===== src/rtl/irq_rank_arbiter.sv =====
module irq_rank_arbiter #(
  parameter int AW = 16,
  parameter logic [AW-1:0] TOP_VEC = 16'hFFFE
) (
  input  logic          clk,
  input  logic          rst_n,
  input  logic          rst_req_i,
  input  logic          nmi_i,
  input  logic [2:0]    ext_i,
  input  logic          tmr_ovf_i,
  input  logic          uart_done_i,
  input  logic          uart_pin_i,
  input  logic          ei_i,
  input  logic [5:0]    en_i,
  input  logic          gie_i,
  input  logic          ack_i,
  output logic          irq_o,
  output logic [2:0]    src_o,
  output logic [AW-1:0] vec_o
);
  localparam int NS = 8;

  logic          nmi_q;
  logic [NS-1:0] pend, set_v, clr_v, elig;

  assign set_v = {ei_i, uart_done_i | uart_pin_i, tmr_ovf_i, ext_i,
                  nmi_i & ~nmi_q, rst_req_i};

  assign elig = {pend[NS-1:2] & en_i & {(NS-2){gie_i}}, pend[1:0]};

  always_comb begin
    src_o = '0;
    for (int i = NS - 1; i >= 0; i--)
      if (elig[i]) src_o = 3'(i);
  end

  assign irq_o = |elig;
  assign vec_o = TOP_VEC - AW'({src_o, 1'b0});
  assign clr_v = (ack_i && irq_o) ? (NS'(1) << src_o) : '0;

  always_ff @(posedge clk or negedge rst_n) begin
    if (!rst_n) begin
      nmi_q <= 1'b0;
      pend  <= '0;
    end else begin
      nmi_q <= nmi_i;
      pend  <= (pend & ~clr_v) | set_v;
    end
  end

  a_r2_no_better_rank: assert property (@(posedge clk) disable iff (!rst_n)
    irq_o |-> ((elig & ((NS'(1) << src_o) - NS'(1))) == '0));

  a_r3_vec_window: assert property (@(posedge clk) disable iff (!rst_n)
    irq_o |-> (vec_o[0] == 1'b0 && vec_o >= TOP_VEC - AW'(2*(NS-1))));

  a_r4_nmi_edge_latched: assert property (@(posedge clk) disable iff (!rst_n)
    (nmi_i && !nmi_q) |=> pend[1]);

  a_r5_gie_off_only_nm: assert property (@(posedge clk) disable iff (!rst_n)
    (irq_o && !gie_i) |-> (src_o < 3'd2));

  a_r6_enabled_winner: assert property (@(posedge clk) disable iff (!rst_n)
    (irq_o && src_o >= 3'd2) |-> (gie_i && en_i[src_o - 3'd2]));

  a_r7_ack_clears: assert property (@(posedge clk) disable iff (!rst_n)
    (ack_i && irq_o && !set_v[src_o]) |=> !pend[$past(src_o)]);

  a_r8_idle_ack: assert property (@(posedge clk) disable iff (!rst_n)
    (ack_i && !irq_o) |=> ((pend & $past(pend)) == $past(pend)));
endmodule


===== config.mk =====
export PLATFORM = sky130hd
export DESIGN_NAME = irq_rank_arbiter
export DESIGN_NICKNAME = d
export VERILOG_FILES = /design/src/rtl/irq_rank_arbiter.sv
export SDC_FILE = /design/constraint.sdc
export NUM_CORES = 1
export LEC_CHECK = 0
export BUFFER_PORTS_ARGS = -buffer_cell sky130_fd_sc_hd__buf_2
export CAP_MARGIN = 20
export CORE_MARGIN = 4
export CORE_UTILIZATION = 44
export CTS_BUF_LIST = sky130_fd_sc_hd__clkbuf_8 sky130_fd_sc_hd__clkbuf_16
export DETAILED_ROUTE_END_ITERATION = 12
export GPL_TIMING_DRIVEN = 0
export PLACE_DENSITY = 0.83
export SLEW_MARGIN = 10
export SYNTH_ARGS = -nofsm -noshare
export SYNTH_HDL_FRONTEND = slang
export SYNTH_SLANG_ARGS = --single-unit
export TNS_END_PERCENT = 100

===== constraint.sdc =====
create_clock -name clk -period 5.05 [get_ports clk]
set_clock_uncertainty 0.15 [all_clocks]
set_input_delay 1.515 -clock clk [delete_from_list [all_inputs] [get_ports clk]]
set_output_delay 1.515 -clock clk [all_outputs]
set_load 0.02 [all_outputs]

==> results.py, run 1 <==
metrics = {
    "detailed_routing": {
        "vias": 597,
        "vias_per_cell": 4.70,
        "routedWlPerCell_um": 10.3,
        "finalWirelength_um": 1300,
        "ant_nets": 0,
        "dr.pass1.iters": 2,
        "drc": 0,
        "drt_iter0_drc": 7,
    },
    "critical_path": {
        "r2r_cells": 4,
        "crit_path_start_kind": "input pin",
        "slowest_stage": "a311o_1",
        "r2r_slack_ns": 3.35,
        "cp_top_family": "compound AO/OA/AOI/OAI gates",
        "path_cells": "buf_2, and2_2, a311o_1, a21oi_1, or2_2, buf_2",
        "cp.required_ns": 3.39,
        "worstSetupPathType": "input pin to primary output",
        "reg2reg_to": "pend[6]$_DFF_PN0_",
        "cp_common_cell": "buf_2",
        "cp.depth": 6,
        "end_kind": "primary output",
        "path_max_fanout": 4,
        "arrival_ns": 2.58,
        "timing.rr.start": "pend[3]$_DFF_PN0_",
        "crit_path_max_incr_delay_ns": 0.31,
        "path_buf_inv": 2,
    },
    "cts": {
        "cts_max_level": 1,
        "cts-resized-gates": 0,
        "clock-root-buffer": "clkbuf_8",
        "cts_buffer_depth": 2,
        "clk_pin_slew_ns": 0.04,
        "cts_tree": "yes",
        "insertion_delay_ns": 0.23,
        "cts_buffers": 3,
        "clock_sinks": 9,
        "cts_setup_buffers": 0,
        "cts_hold_buf": 0,
    },
    "job": {
        "cap_violations": 0,
    },
    "cells_and_area": {
        "final_layout_size_suffix_gt1_share_pct": 39.3,
        "fillCellCount": 135,
        "seqCellArea_um2": 225,
        "fin_nets": 132,
        "multi_input_area_um2": 333,
        "fin_cells": 127,
        "num_antenna_cells": 0,
        "syn_to_final_growth_pct": 35.7,
    },
    "die": {
        "core_um2": 1320,
        "start_util_pct": 47.9,
        "die_h_um": 45.9,
        "die_area_um2": 2100,
        "rows": 13,
        "io_pins": 39,
        "die_x_um": 45.9,
    },
    "logic_synthesis": {
        "ys_warn_count": 0,
        "netlist_area_um2": 631,
        "synth-seq-cells": 9,
        "seq_area_frac_synth_pct": 35.7,
        "syn-instance-count": 73,
        "yosysUniqueCellTypes": 28,
        "avgSynthCellArea_um2": 8.64,
    },
    "grt": {
        "grt_overflow": 0,
        "first_global_vias": 502,
        "grt_use_total_pct": 14.1,
        "grt_max_degree": 10,
        "antenna_found_initial": 0,
        "grt_pass1_wl_um": 2080,
    },
    "timing": {
        "drv_slew": 0,
        "max_freq_ghz": 0.236,
        "rsz0062_at_grt": "no",
        "hold_ws_ns": 0.267,
        "setup_violations": 0,
        "tns_ns": 0,
        "fin_crit_sh_pct": 84.0,
        "hold_viol": 0,
        "min_period_ns": 4.24,
    },
    "placed_design": {
        "io_buffers": 24,
        "dp.cells": 123,
        "dp_hpwl_um": 1130,
        "globalplace.congestion": 0.715,
    },
    "power": {
        "ir_worst_vdd_uv": 178,
        "power.density_nw_per_um2": 238,
        "cellLeakagePower_nw": 0.421,
    },
    "status": {
        "status": "finished clean",
    },
    "min_path": {
        "holdPathStages": 1,
        "hold_start": "nmi_q$_DFF_PN0_",
        "min-delay-path-class": "flop to flop",
        "whs_endpoint": "pend[1]$_DFF_PN0_",
    },
}
## cell families (layout without fill, tap and decap cells)
family,Yosys count,after routing,share of synthesized area (%)
AOI/OAI and AO/OA,22,22,25.0
DFF,9,9,35.7
and+or+nand+nor,23,23,20.0
other,2,13,1.19
buffers and inverters,17,45,18.1
## stage by stage
step	power (mW)	setup slack, ns	area (um^2)	util (%)
floorplan	0.111	1.04	672	-
global placement	0.125	0.805	811	61.5
CTS	0.207	0.802	856	65.0
global route	0.218	0.748	856	65.0
finish	0.204	0.808	856	65.0
detailed placement	0.125	0.806	811	61.5
## Yosys cell counts
cell type / count / share of area, %
a21oi_1: 1 / 0.79
or2_2: 1 / 0.99
o211ai_1: 1 / 1.2
a311o_1: 1 / 1.6
a211o_1: 1 / 1.4
nand2_1: 7 / 4.2
and2_2: 1 / 1.2
nand4bb_1: 1 / 1.8
o21ai_0: 5 / 4.0
nand3_1: 3 / 2.4
nor2_1: 3 / 1.8
and2_1: 1 / 0.99
o21ai_1: 1 / 0.79
inv_1: 3 / 1.8
nand4_1: 2 / 2.0
dfrtp_1: 9 / 36
o211a_1: 1 / 1.6
a22oi_1: 2 / 2.4
a311oi_1: 1 / 1.4
nor3_1: 1 / 0.79
a22o_1: 2 / 2.8
a211oi_1: 1 / 1.2
buf_4: 13 / 15
nor4_2: 1 / 2.0
nand2b_1: 2 / 2.0
conb_1: 2 / 1.2
buf_2: 1 / 0.79
a21o_1: 5 / 6.0
## power breakdown
part           switching (mW)  internal [mW]  leakage, nW  total (mW)
Sequential            0.00273         0.0747       0.0860      0.0775
Combinational          0.0269         0.0203        0.308      0.0472
Clock                  0.0265         0.0527       0.0269      0.0792
## how the worst max path moves through the flow
stage | start | end | slack (ns)
after floorplan | en_i[3] | src_o[1] | 1.04
after global placement | en_i[1] | vec_o[1] | 0.81
after detailed placement | en_i[1] | vec_o[1] | 0.81
after CTS | en_i[1] | vec_o[1] | 0.80
after global routing | en_i[3] | vec_o[1] | 0.75
final | en_i[1] | vec_o[1] | 0.81
## sequential cells by signal (all words and copies together) (netlist names)
name	flops
pend	8
nmi_q	1
## final cells by class
class | count | share of cell area, %
Timing Repair Buffer | 24 | 14.0
Inverter | 3 | 1.32
Clock inverter | 1 | 0.439
Buffer | 14 | 12.0
Multi-Input combinational cell | 58 | 38.9
Clock buffer | 3 | 4.82
Tap cell | 15 | 2.19
Sequential cell | 9 | 26.3
## layer usage
layer  vias up  GRT usage (%)  part of all wire (%)
met2        25           22.5                    47
li1        312              -                     -
met3         3           3.95                    11
met1       257           16.4                    40
met5         -              0                     0
met4         0           8.52                   2.4
## layout by cell type (no fill, tap or decap), types with 2 or more instances in the layout
cell type  synthesis  final
buf_2              1     25
nand3_1            3      3
buf_4             13     13
nand2_1            7      7
nand2b_1           2      2
dfrtp_1            9      9
conb_1             2     13
clkbuf_8           0      3
nor2_1             3      3
a22o_1             2      2
inv_1              3      4
nand4_1            2      2
a22oi_1            2      2
a21o_1             5      5
o21ai_0            5      5
Power figures use the tool's default switching activity.
==> run 2, diff against run 1 <==
--- a/config.mk
+++ b/config.mk
@@ -5,14 +5,15 @@
 export SDC_FILE = /design/constraint.sdc
 export NUM_CORES = 1
 export LEC_CHECK = 0
+export ABC_AREA = 1
 export BUFFER_PORTS_ARGS = -buffer_cell sky130_fd_sc_hd__buf_2
 export CAP_MARGIN = 20
 export CORE_MARGIN = 4
-export CORE_UTILIZATION = 44
+export CORE_UTILIZATION = 38
 export CTS_BUF_LIST = sky130_fd_sc_hd__clkbuf_8 sky130_fd_sc_hd__clkbuf_16
 export DETAILED_ROUTE_END_ITERATION = 12
 export GPL_TIMING_DRIVEN = 0
-export PLACE_DENSITY = 0.83
+export PLACE_DENSITY = 0.75
 export SLEW_MARGIN = 10
 export SYNTH_ARGS = -nofsm -noshare
 export SYNTH_HDL_FRONTEND = slang
==> constraint.sdc (replaced) <==
create_clock -name clk -period 3.75 [get_ports clk]
set_clock_uncertainty 0.15 [all_clocks]
set_input_delay 1.125 -clock clk [delete_from_list [all_inputs] [get_ports clk]]
set_output_delay 1.125 -clock clk [all_outputs]
set_load 0.02 [all_outputs]
==> run 2 against run 1 <==
Effect of this change:
- combinational power is 69% higher
- register-to-register slack worse by 1.1 ns
- non-clock buffer count stayed put
- via count is 7.5% higher
- final cell count is 13% higher
- area after synthesis is 4.4% higher
- sequential share of layout area is 1.0 points lower
- worst hold slack better by 0.064 ns
- die area is 17% higher
- critical path depth is 6 higher
- flip-flop and latch count stayed put
- largest cell class unchanged
==> results.py, run 2 <==
metrics = {
    "timing": {
        "fin_crit_sh_pct": 89.9,
        "tns_ns": 0,
        "hold_ws_ns": 0.331,
        "max_freq_ghz": 0.297,
        "setup_violations": 0,
        "rsz0062_at_grt": "no",
        "setup_ws_ns": 0.378,
        "hold_viol": 0,
        "drv_slew": 0,
        "min_period_ns": 3.37,
    },
    "cells_and_area": {
        "fillCellCount": 154,
        "multi_input_area_um2": 324,
        "post-route-util_pct": 56.4,
        "regMostFlops": "pend",
        "final_cell_mix": "buf_2, nand2_1, buf_4, conb_1, inv_1",
        "fin_cells": 144,
        "syn_to_final_growth_pct": 35.2,
        "num_antenna_cells": 0,
        "seqCellArea_um2": 225,
        "reg_top3": "pend (8), nmi_q (1)",
        "fin_nets": 148,
        "final_layout_size_suffix_gt1_share_pct": 42.2,
        "largest_reg_flops": 8,
        "fin_area_um2": 890,
        "final_common_cell": "buf_2",
    },
    "critical_path": {
        "crit_path_start_kind": "input pin",
        "cp.required_ns": 2.47,
        "r2r_slack_ns": 2.24,
        "reg2reg_to": "pend[4]$_DFF_PN0_",
        "r2r_cells": 8,
        "cp_common_cell": "nand2_1",
        "path_cells": "buf_2, inv_1, nor2_1, nand2_1, nand2_1, nand2_1, nand2_1, nand2_2, nand2_4, nand2_2, inv_1, buf_2",
        "worstSetupPathType": "input pin to primary output",
        "end_kind": "primary output",
        "arrival_ns": 2.10,
        "path_max_fanout": 7,
        "slowest_stage": "buf_2",
        "crit_path_max_incr_delay_ns": 0.15,
        "timing.rr.start": "pend[1]$_DFF_PN0_",
    },
    "logic_synthesis": {
        "async_flop_share_pct": 100,
        "ys_warn_count": 0,
        "synth-seq-cells": 9,
        "synth_top_area_cell": "dfrtp_1",
        "seq_area_frac_synth_pct": 34.2,
        "netlist_area_um2": 658,
        "synth_top_area_share_pct": 34.2,
        "avgSynthCellArea_um2": 7.48,
        "ys.flop_type": "dfrtp_1",
        "yosysMostFrequentCell": "nand2_1",
        "yosysUniqueCellTypes": 19,
        "syn-instance-count": 88,
        "yosys-top-cells-count": "nand2_1, buf_4, inv_1",
        "synth_edf_count": 0,
        "synth.area.top_cells": "dfrtp_1, buf_4, nand2_1",
    },
    "placed_design": {
        "dp.cells": 140,
        "placed_area_um2": 845,
        "dp_hpwl_um": 1220,
        "io_buffers": 25,
        "place_ws_ns": 0.373,
        "globalplace.congestion": 0.768,
    },
    "grt": {
        "grt_max_degree": 10,
        "antenna_found_initial": 0,
        "grt_pass1_wl_um": 2260,
        "grt_use_total_pct": 11.9,
        "grt_overflow": 0,
        "first_global_vias": 577,
    },
    "job": {
        "cap_violations": 0,
    },
    "cts": {
        "cts_max_level": 1,
        "cts-resized-gates": 0,
        "cts_buffers": 3,
        "insertion_delay_ns": 0.23,
        "cts_tree": "yes",
        "cts_hold_buf": 0,
        "clk_pin_slew_ns": 0.04,
        "cts_buffer_depth": 2,
        "clock_sinks": 9,
        "cts_setup_buffers": 0,
        "clock-root-buffer": "clkbuf_8",
    },
    "detailed_routing": {
        "routedWlPerCell_um": 9.94,
        "dr.pass1.iters": 4,
        "vias": 642,
        "ant_nets": 0,
        "vias_per_cell": 4.46,
        "drc": 0,
        "drt_iter0_drc": 11,
        "finalWirelength_um": 1430,
    },
    "die": {
        "die_x_um": 49.6,
        "io_pins": 39,
        "die_h_um": 49.6,
        "core_um2": 1580,
        "rows": 14,
        "start_util_pct": 41.7,
        "die_area_um2": 2460,
    },
    "min_path": {
        "min-delay-path-class": "flop to flop",
        "whs_endpoint": "pend[1]$_DFF_PN0_",
        "holdPathStages": 3,
        "hold_start": "nmi_q$_DFF_PN0_",
    },
    "power": {
        "power.density_nw_per_um2": 330,
        "cellLeakagePower_nw": 0.517,
        "ir_worst_vdd_uv": 228,
        "fin_total_pwr_mw": 0.293,
    },
    "status": {
        "status": "finished clean",
    },
}
run 2: cell types whose count changed in the layout (fill, tap and decap cells not counted), sizes merged, moves of 3 or more:
cell,previous run,this run
nand2,7,27
nand3,3,11
a21o,5,1
o21ai,6,1
nor2,3,6
inv,4,13
run 2: logic make-up (layout without fill, tap and decap cells):
family	after synthesis	after routing	synth area share, %
other	2	13	1.14
AO/OA/AOI/OAI	4	4	6.09
buffers and inverters	26	55	22.8
AND/OR/NAND/NOR	47	47	35.7
flip-flops	9	9	34.2
run 2: critical path, delay by kind of cell:
family / cells / cell delay [ns]
simple gates: 8 / 0.56
buf+inv: 4 / 0.40
run 2: worst max-delay path by stage:
stage                       start  endpoint  slack (ns)  depth (start not counted)
after floorplan           en_i[5]  src_o[0]        0.63                         10
after global placement      gie_i  src_o[0]        0.43                         12
after detailed placement    gie_i  src_o[0]        0.37                         12
after CTS                   gie_i  src_o[0]        0.37                         12
after global routing        gie_i  src_o[0]        0.27                         12
final                       gie_i  src_o[0]        0.38                         12
run 2: power by group:
| group | total [mW] | internal [mW] | switching [mW] |
|---|---|---|---|
| clock network | 0.109 | 0.0713 | 0.0382 |
| logic | 0.0796 | 0.0299 | 0.0497 |
| registers | 0.104 | 0.101 | 0.00287 |
run 2: routing by layer:
metal  track usage, %  wire, um  part of all wire, %  vias up
li1                 -         -                    -      329
met1             14.1       597                   42      277
met2             18.7       647                   45       34
met3             3.01       159                   11        2
met4             8.29        26                  1.8        0
met5                0         0                    0        -
run 2: area by class of cell:
| cell class | instances | area share (%) |
|---|---|---|
| Clock inverter | 1 | 0.422 |
| Buffer | 13 | 11.0 |
| Tap cell | 16 | 2.25 |
| Clock buffer | 3 | 4.64 |
| Timing Repair Buffer | 25 | 14.1 |
| Inverter | 13 | 5.91 |
| Sequential cell | 9 | 25.3 |
| Multi-Input combinational cell | 64 | 36.4 |
